==> src/rtl/cart_bank_pkg.sv <==
package cart_bank_pkg;
  localparam int CPU_AW     = 16;
  localparam int CPU_DW     = 8;
  localparam int ROM_BANK_W = 7;
  localparam int RAM_BANK_W = 2;
  localparam int ROM_OFS_W  = 14;
  localparam int RAM_OFS_W  = 13;
  localparam int SIZE_SEL_W = 3;
  localparam int SIZE_SEL_MAX = 6;

  // Control window selected by cpu_addr[14:13] inside the ROM range.
  typedef enum logic [1:0] {
    WIN_RAM_EN  = 2'd0,
    WIN_BANK_LO = 2'd1,
    WIN_SHARED  = 2'd2,
    WIN_MODE    = 2'd3
  } ctl_win_e;

  localparam logic [CPU_DW-1:0] RAM_ON_CODE  = 8'h0A;
  localparam logic [CPU_DW-1:0] RAM_OFF_CODE = 8'h00;
  localparam logic [CPU_DW-1:0] OPEN_BUS     = 8'hFF;
endpackage

==> src/rtl/cart_bank_wrap.sv <==
module cart_bank_wrap #(
  parameter int BANK_W = 7,
  parameter int SEL_W  = 3,
  parameter int SEL_MAX = 6
) (
  input  logic [BANK_W-1:0] bank_in,
  input  logic [SEL_W-1:0]  size_sel,
  output logic [BANK_W-1:0] bank_out
);
  logic [SEL_W-1:0]  sel_c;
  logic [BANK_W-1:0] mask;

  always_comb begin
    if (int'(size_sel) > SEL_MAX) sel_c = SEL_W'(SEL_MAX);
    else                          sel_c = size_sel;
  end

  // Bank count is 2 << sel, so the mask has bits 0..sel set.
  for (genvar i = 0; i < BANK_W; i++) begin : g_mask
    assign mask[i] = (int'(sel_c) >= i);
  end

  assign bank_out = bank_in & mask;
endmodule

==> src/rtl/cart_bank_regs.sv <==
module cart_bank_regs
  import cart_bank_pkg::*;
#(
  parameter int ROM_BW = ROM_BANK_W,
  parameter int RAM_BW = RAM_BANK_W,
  parameter int DW     = CPU_DW,
  parameter int SEL_W  = SIZE_SEL_W
) (
  input  logic              clk,
  input  logic              rst,
  input  logic              we,
  input  logic [2:0]        addr_top,
  input  logic [DW-1:0]     wdata,
  input  logic [SEL_W-1:0]  size_sel,
  output logic [ROM_BW-1:0] rom_bank_q,
  output logic [RAM_BW-1:0] ram_bank_q,
  output logic              mode_q,
  output logic              ram_en_q
);
  localparam int LO_W = ROM_BW - RAM_BW;

  ctl_win_e          win;
  logic              ctl_wr;
  logic [LO_W-1:0]   lo_req;
  logic [ROM_BW-1:0] cand;
  logic [ROM_BW-1:0] bank_next;

  assign win    = ctl_win_e'(addr_top[1:0]);
  assign ctl_wr = we && !addr_top[2];
  assign lo_req = (wdata[LO_W-1:0] == '0) ? LO_W'(1) : wdata[LO_W-1:0];

  always_comb begin
    cand = rom_bank_q;
    unique case (win)
      WIN_BANK_LO: cand = {rom_bank_q[ROM_BW-1:LO_W], lo_req};
      WIN_SHARED:  if (!mode_q) cand = {wdata[RAM_BW-1:0], rom_bank_q[LO_W-1:0]};
      WIN_MODE:    if (wdata[0]) cand = {{RAM_BW{1'b0}}, rom_bank_q[LO_W-1:0]};
      default:     cand = rom_bank_q;
    endcase
  end

  cart_bank_wrap #(
    .BANK_W (ROM_BW),
    .SEL_W  (SEL_W),
    .SEL_MAX(SIZE_SEL_MAX)
  ) u_wrap (
    .bank_in (cand),
    .size_sel(size_sel),
    .bank_out(bank_next)
  );

  always_ff @(posedge clk) begin
    if (rst) begin
      rom_bank_q <= ROM_BW'(1);
      ram_bank_q <= '0;
      mode_q     <= 1'b0;
      ram_en_q   <= 1'b0;
    end else if (ctl_wr) begin
      unique case (win)
        WIN_RAM_EN: begin
          if (wdata == RAM_ON_CODE)       ram_en_q <= 1'b1;
          else if (wdata == RAM_OFF_CODE) ram_en_q <= 1'b0;
        end
        WIN_BANK_LO: rom_bank_q <= bank_next;
        WIN_SHARED: begin
          if (mode_q) ram_bank_q <= wdata[RAM_BW-1:0];
          else        rom_bank_q <= bank_next;
        end
        WIN_MODE: begin
          mode_q <= wdata[0];
          if (wdata[0]) rom_bank_q <= bank_next;
          else          ram_bank_q <= '0;
        end
        default: ;
      endcase
    end
  end
endmodule

==> src/rtl/cart_bank_xlate.sv <==
module cart_bank_xlate
  import cart_bank_pkg::*;
#(
  parameter int AW     = CPU_AW,
  parameter int DW     = CPU_DW,
  parameter int ROM_BW = ROM_BANK_W,
  parameter int RAM_BW = RAM_BANK_W,
  parameter int ROM_OW = ROM_OFS_W,
  parameter int RAM_OW = RAM_OFS_W,
  parameter int SEL_W  = SIZE_SEL_W
) (
  input  logic [AW-1:0]            addr,
  input  logic                     we,
  input  logic [SEL_W-1:0]         size_sel,
  input  logic [ROM_BW-1:0]        rom_bank_q,
  input  logic [RAM_BW-1:0]        ram_bank_q,
  input  logic                     ram_en_q,
  input  logic [DW-1:0]            ram_rdata,
  output logic [ROM_BW+ROM_OW-1:0] rom_addr,
  output logic [RAM_BW+RAM_OW-1:0] ram_addr,
  output logic                     ram_sel,
  output logic                     ram_we,
  output logic [DW-1:0]            ext_rdata
);
  localparam logic [2:0] RAM_WIN_TAG = 3'b101;

  logic [ROM_BW-1:0] bank_eff;
  logic              in_ram_win;

  // Re-applying the size mask keeps the output valid if the size code moves.
  cart_bank_wrap #(
    .BANK_W (ROM_BW),
    .SEL_W  (SEL_W),
    .SEL_MAX(SIZE_SEL_MAX)
  ) u_wrap (
    .bank_in (rom_bank_q),
    .size_sel(size_sel),
    .bank_out(bank_eff)
  );

  assign in_ram_win = (addr[AW-1:AW-3] == RAM_WIN_TAG);

  always_comb begin
    if (addr[ROM_OW]) rom_addr = {bank_eff, addr[ROM_OW-1:0]};
    else              rom_addr = {{ROM_BW{1'b0}}, addr[ROM_OW-1:0]};
  end

  assign ram_addr  = {ram_bank_q, addr[RAM_OW-1:0]};
  assign ram_sel   = in_ram_win && ram_en_q;
  assign ram_we    = ram_sel && we;
  assign ext_rdata = ram_sel ? ram_rdata : OPEN_BUS;
endmodule

==> src/rtl/cart_bank_ctrl.sv <==
module cart_bank_ctrl
  import cart_bank_pkg::*;
#(
  parameter int AW     = CPU_AW,
  parameter int DW     = CPU_DW,
  parameter int ROM_BW = ROM_BANK_W,
  parameter int RAM_BW = RAM_BANK_W,
  parameter int ROM_OW = ROM_OFS_W,
  parameter int RAM_OW = RAM_OFS_W,
  parameter int SEL_W  = SIZE_SEL_W,
  localparam int ROM_AW = ROM_BW + ROM_OW,
  localparam int RAM_AW = RAM_BW + RAM_OW
) (
  input  logic              clk,
  input  logic              rst,
  input  logic [AW-1:0]     cpu_addr,
  input  logic [DW-1:0]     cpu_wdata,
  input  logic              cpu_we,
  input  logic [SEL_W-1:0]  rom_size_sel,
  input  logic [DW-1:0]     ram_rdata,
  output logic [ROM_AW-1:0] rom_addr,
  output logic [RAM_AW-1:0] ram_addr,
  output logic              ram_sel,
  output logic              ram_we,
  output logic [DW-1:0]     ext_rdata
);
  logic [ROM_BW-1:0] rom_bank_q;
  logic [RAM_BW-1:0] ram_bank_q;
  logic              mode_q;
  logic              ram_en_q;

  cart_bank_regs #(
    .ROM_BW(ROM_BW), .RAM_BW(RAM_BW), .DW(DW), .SEL_W(SEL_W)
  ) u_regs (
    .clk       (clk),
    .rst       (rst),
    .we        (cpu_we),
    .addr_top  (cpu_addr[AW-1:AW-3]),
    .wdata     (cpu_wdata),
    .size_sel  (rom_size_sel),
    .rom_bank_q(rom_bank_q),
    .ram_bank_q(ram_bank_q),
    .mode_q    (mode_q),
    .ram_en_q  (ram_en_q)
  );

  cart_bank_xlate #(
    .AW(AW), .DW(DW), .ROM_BW(ROM_BW), .RAM_BW(RAM_BW),
    .ROM_OW(ROM_OW), .RAM_OW(RAM_OW), .SEL_W(SEL_W)
  ) u_xlate (
    .addr      (cpu_addr),
    .we        (cpu_we),
    .size_sel  (rom_size_sel),
    .rom_bank_q(rom_bank_q),
    .ram_bank_q(ram_bank_q),
    .ram_en_q  (ram_en_q),
    .ram_rdata (ram_rdata),
    .rom_addr  (rom_addr),
    .ram_addr  (ram_addr),
    .ram_sel   (ram_sel),
    .ram_we    (ram_we),
    .ext_rdata (ext_rdata)
  );
endmodule

==> config.mk <==
export PLATFORM = sky130hd
export DESIGN_NAME = cart_bank_ctrl
export DESIGN_NICKNAME = d
export VERILOG_FILES = /design/src/rtl/cart_bank_pkg.sv /design/src/rtl/cart_bank_wrap.sv /design/src/rtl/cart_bank_regs.sv /design/src/rtl/cart_bank_xlate.sv /design/src/rtl/cart_bank_ctrl.sv
export SDC_FILE = /design/constraint.sdc
export NUM_CORES = 1
export LEC_CHECK = 0
export CAP_MARGIN = 0
export CELL_PAD_IN_SITES_DETAIL_PLACEMENT = 0
export CELL_PAD_IN_SITES_GLOBAL_PLACEMENT = 1
export CORE_MARGIN = 2
export CORE_UTILIZATION = 23
export CTS_BUF_LIST = sky130_fd_sc_hd__clkbuf_8
export DETAILED_ROUTE_END_ITERATION = 8
export PLACE_DENSITY_LB_ADDON = 0.1
export SYNTH_ARGS = -nofsm -noshare
export SYNTH_HDL_FRONTEND = slang
export SYNTH_SLANG_ARGS = --single-unit
==> constraint.sdc <==
create_clock -name clk -period 2.1 [get_ports clk]
set_input_delay 0.42 -clock clk [delete_from_list [all_inputs] [get_ports clk]]
set_output_delay 0.42 -clock clk [all_outputs]
set_load 0.05 [all_outputs]
==> out/qor.csv <==
metric,value,unit
status,completed,
Core Area,4060,um^2
fmax,494,MHz
CP Max Fanout,2,
Yosys cell types,39,
RSZ-0062 raised after global routing,no,
Final Util,0.368,
layout cells sized above 1,0.312,
first-pass GRT wire length,4890,um
final wirelength,2880,um
GPL Wtd Cong,0.785,
GRT overflow,0,
Ports,84,
Mapped Avg Cell Area,7.55,um^2
CTS HTree Levels,1,
Clock Latency Late Sink,240,ps
Initial Util,0.242,
static leakage,0.592,nW
critical path type,primary input to output port,
Synth area leader,buf_4,
CTS Sinks,11,
largest net degree at the start of global routing,18,
GRT Resource Usage Total,0.123,
register area share after synthesis,0.224,
DR iter-0 viols,22,
Max Cap Violations,0,
Synth async-reset ratio,0,
area delta synth->final,52.2,%
syn nets,168,
cell area power density,387,nW/um^2
total power,0.578,mW
Vias/cell,4.67,
DRC Markers,0,
Slew @ Worst Pin,496,ps
Synth top area share,0.230,
final hold vios,0,
"Top FF cell, synth",dfxtp_1,
Final Net Count,196,
Mapped Cells,130,
CP Launch Type,primary input,
CTS tree,done,
initial antenna violation count,0,
via count,967,
Tmin final,2020,ps
Antenna diodes,0,
vias in the first global route,1009,
final setup fails,0,
Tcrit/Tclk final,0.963,
yosys warns,0,
Fillers,426,
CP arrival,1600,ps
I/O Buffers,44,
Slew HR,0.668,
clk_skew,2.28,ps
clock-pin slew on the worst setup and hold paths,50,ps
Die ar.,4800,um^2
DR WL/cell,13.9,um
CP required,1680,ps
"Hold-fix buffers, CTS",0,
HPWL Detailed,2250,um
synthesized area,981,um^2
Crit. End Element,output port,
flip-flop and latch count after synthesis,11,
Final ANT Viol Nets,0,
Reg2Reg Launch Point,u_regs.mode_q$_SDFFE_PP0P_,
maximum VDD drop,0.226,mV
clk root buf,clkbuf_8,
Final WS setup,76.7,ps
TritonCTS Buffers,3,
worst-case clock buffer depth,2,
CP startpoint,rom_size_sel[1],
"most common cell after layout, fill and taps aside",clkdlybuf4s50_1,
"commonest non-fill, non-tap cells in the layout","clkdlybuf4s50_1, buf_4, nor2_1",
Die H,69.3,um
1st-pass router iterations,4,
worst hold-check path type,flip-flop to flip-flop,
row cnt,23,
Area contributors post-synth,"buf_4, dfxtp_1, or2_2",
"Slew Viols, Final",0,
Hold Crit Start,u_regs.ram_bank_q[1]$_SDFFE_PP0P_,
setup slack at placement,-69.7,ps
Die W,69.3,um
Post-synth EDFFs,0,
==> stage by stage <==
stage	TNS (ps)	instance area, um^2	hold slack (ps)	std cells
6_report	0	1490	496	207
5_1_grt	0	1490	512	207
4_1_cts	0	1450	503	206
3_5_place_dp	-525	1400	481	201
3_3_place_gp	-2.93	1400	479	201
2_1_floorplan	0	982	437	130
==> worst max-delay path: stages <==
cell and delay (ps):
clkdlybuf4s50_1 420, or3_1 390, and3_1 220, buf_12 150
==> power breakdown <==
part / switching (mW) / total (mW) / internal, mW
Clock: 0.0793 / 0.208 / 0.128
Combinational: 0.0733 / 0.155 / 0.0820
Sequential: 0.00210 / 0.215 / 0.213
Total: 0.155 / 0.578 / 0.423
==> path summary, 6_finish.rpt <==
kind	end	slack, ps	depth (start not counted)
worst max-delay path	rom_addr[15]	80	4
worst min register to register	u_regs.ram_bank_q[1]$_SDFFE_PP0P_	500	2
worst max register to register	u_regs.rom_bank_q[5]$_SDFFE_PP0P_	860	4
worst min-delay path	u_regs.ram_bank_q[1]$_SDFFE_PP0P_	500	2
==> cells by family after synthesis <==
logic type             share of synthesized area
AOI/OAI and AO/OA                          0.186
and+or+nand+nor                            0.315
DFF                                        0.224
buffers and inverters                      0.254
muxes                                     0.0204
==> flip-flops by register name, indices dropped and copies added, names as in the netlist <==
name and count:
u_regs.ram_en_q 1, u_regs.rom_bank_q 7, u_regs.mode_q 1, u_regs.ram_bank_q 2
==> metal layers <==
layer / share of wire / global-route usage
met3: 0.064 / 0.0174
met5: 0 / 0
met1: 0.43 / 0.151
met2: 0.49 / 0.212
met4: 0.017 / 0.0545
==> cell usage after synthesis (2+ instances only) <==
cell	instances
dfxtp_1	11
or2_2	8
and2_1	2
o21ai_0	6
inv_1	3
nand2b_1	3
nor4_1	2
a211oi_1	4
nor2_1	13
and3_1	2
buf_4	30
mux2i_1	2
nand4_1	4
a31oi_1	2
clkbuf_1	2
nand2_1	6
a21oi_1	3
nor2b_1	2
nor3_1	3
nand3_1	3
==> area by class of cell <==
class / count / area, um^2 / area share
sequential: 11 / 220 / 0.148
clock buffer: 3 / 41.3 / 0.0277
tap: 50 / 62.6 / 0.0419
inverter: 3 / 11.3 / 0.00754
multi-input combinational: 84 / 532 / 0.356
clock inverter: 1 / 3.75 / 0.00251
timing repair buffer: 55 / 622 / 0.417
==> repair_timing <==
item	in CTS	in global routing
setup buffers	0	1
pin swaps	1	5
cloned	1	0
resized for setup	3	11
endpoints found under the setup margin	9	5
hold endpoints to repair	0	0
(Power assumes the default switching activity.)
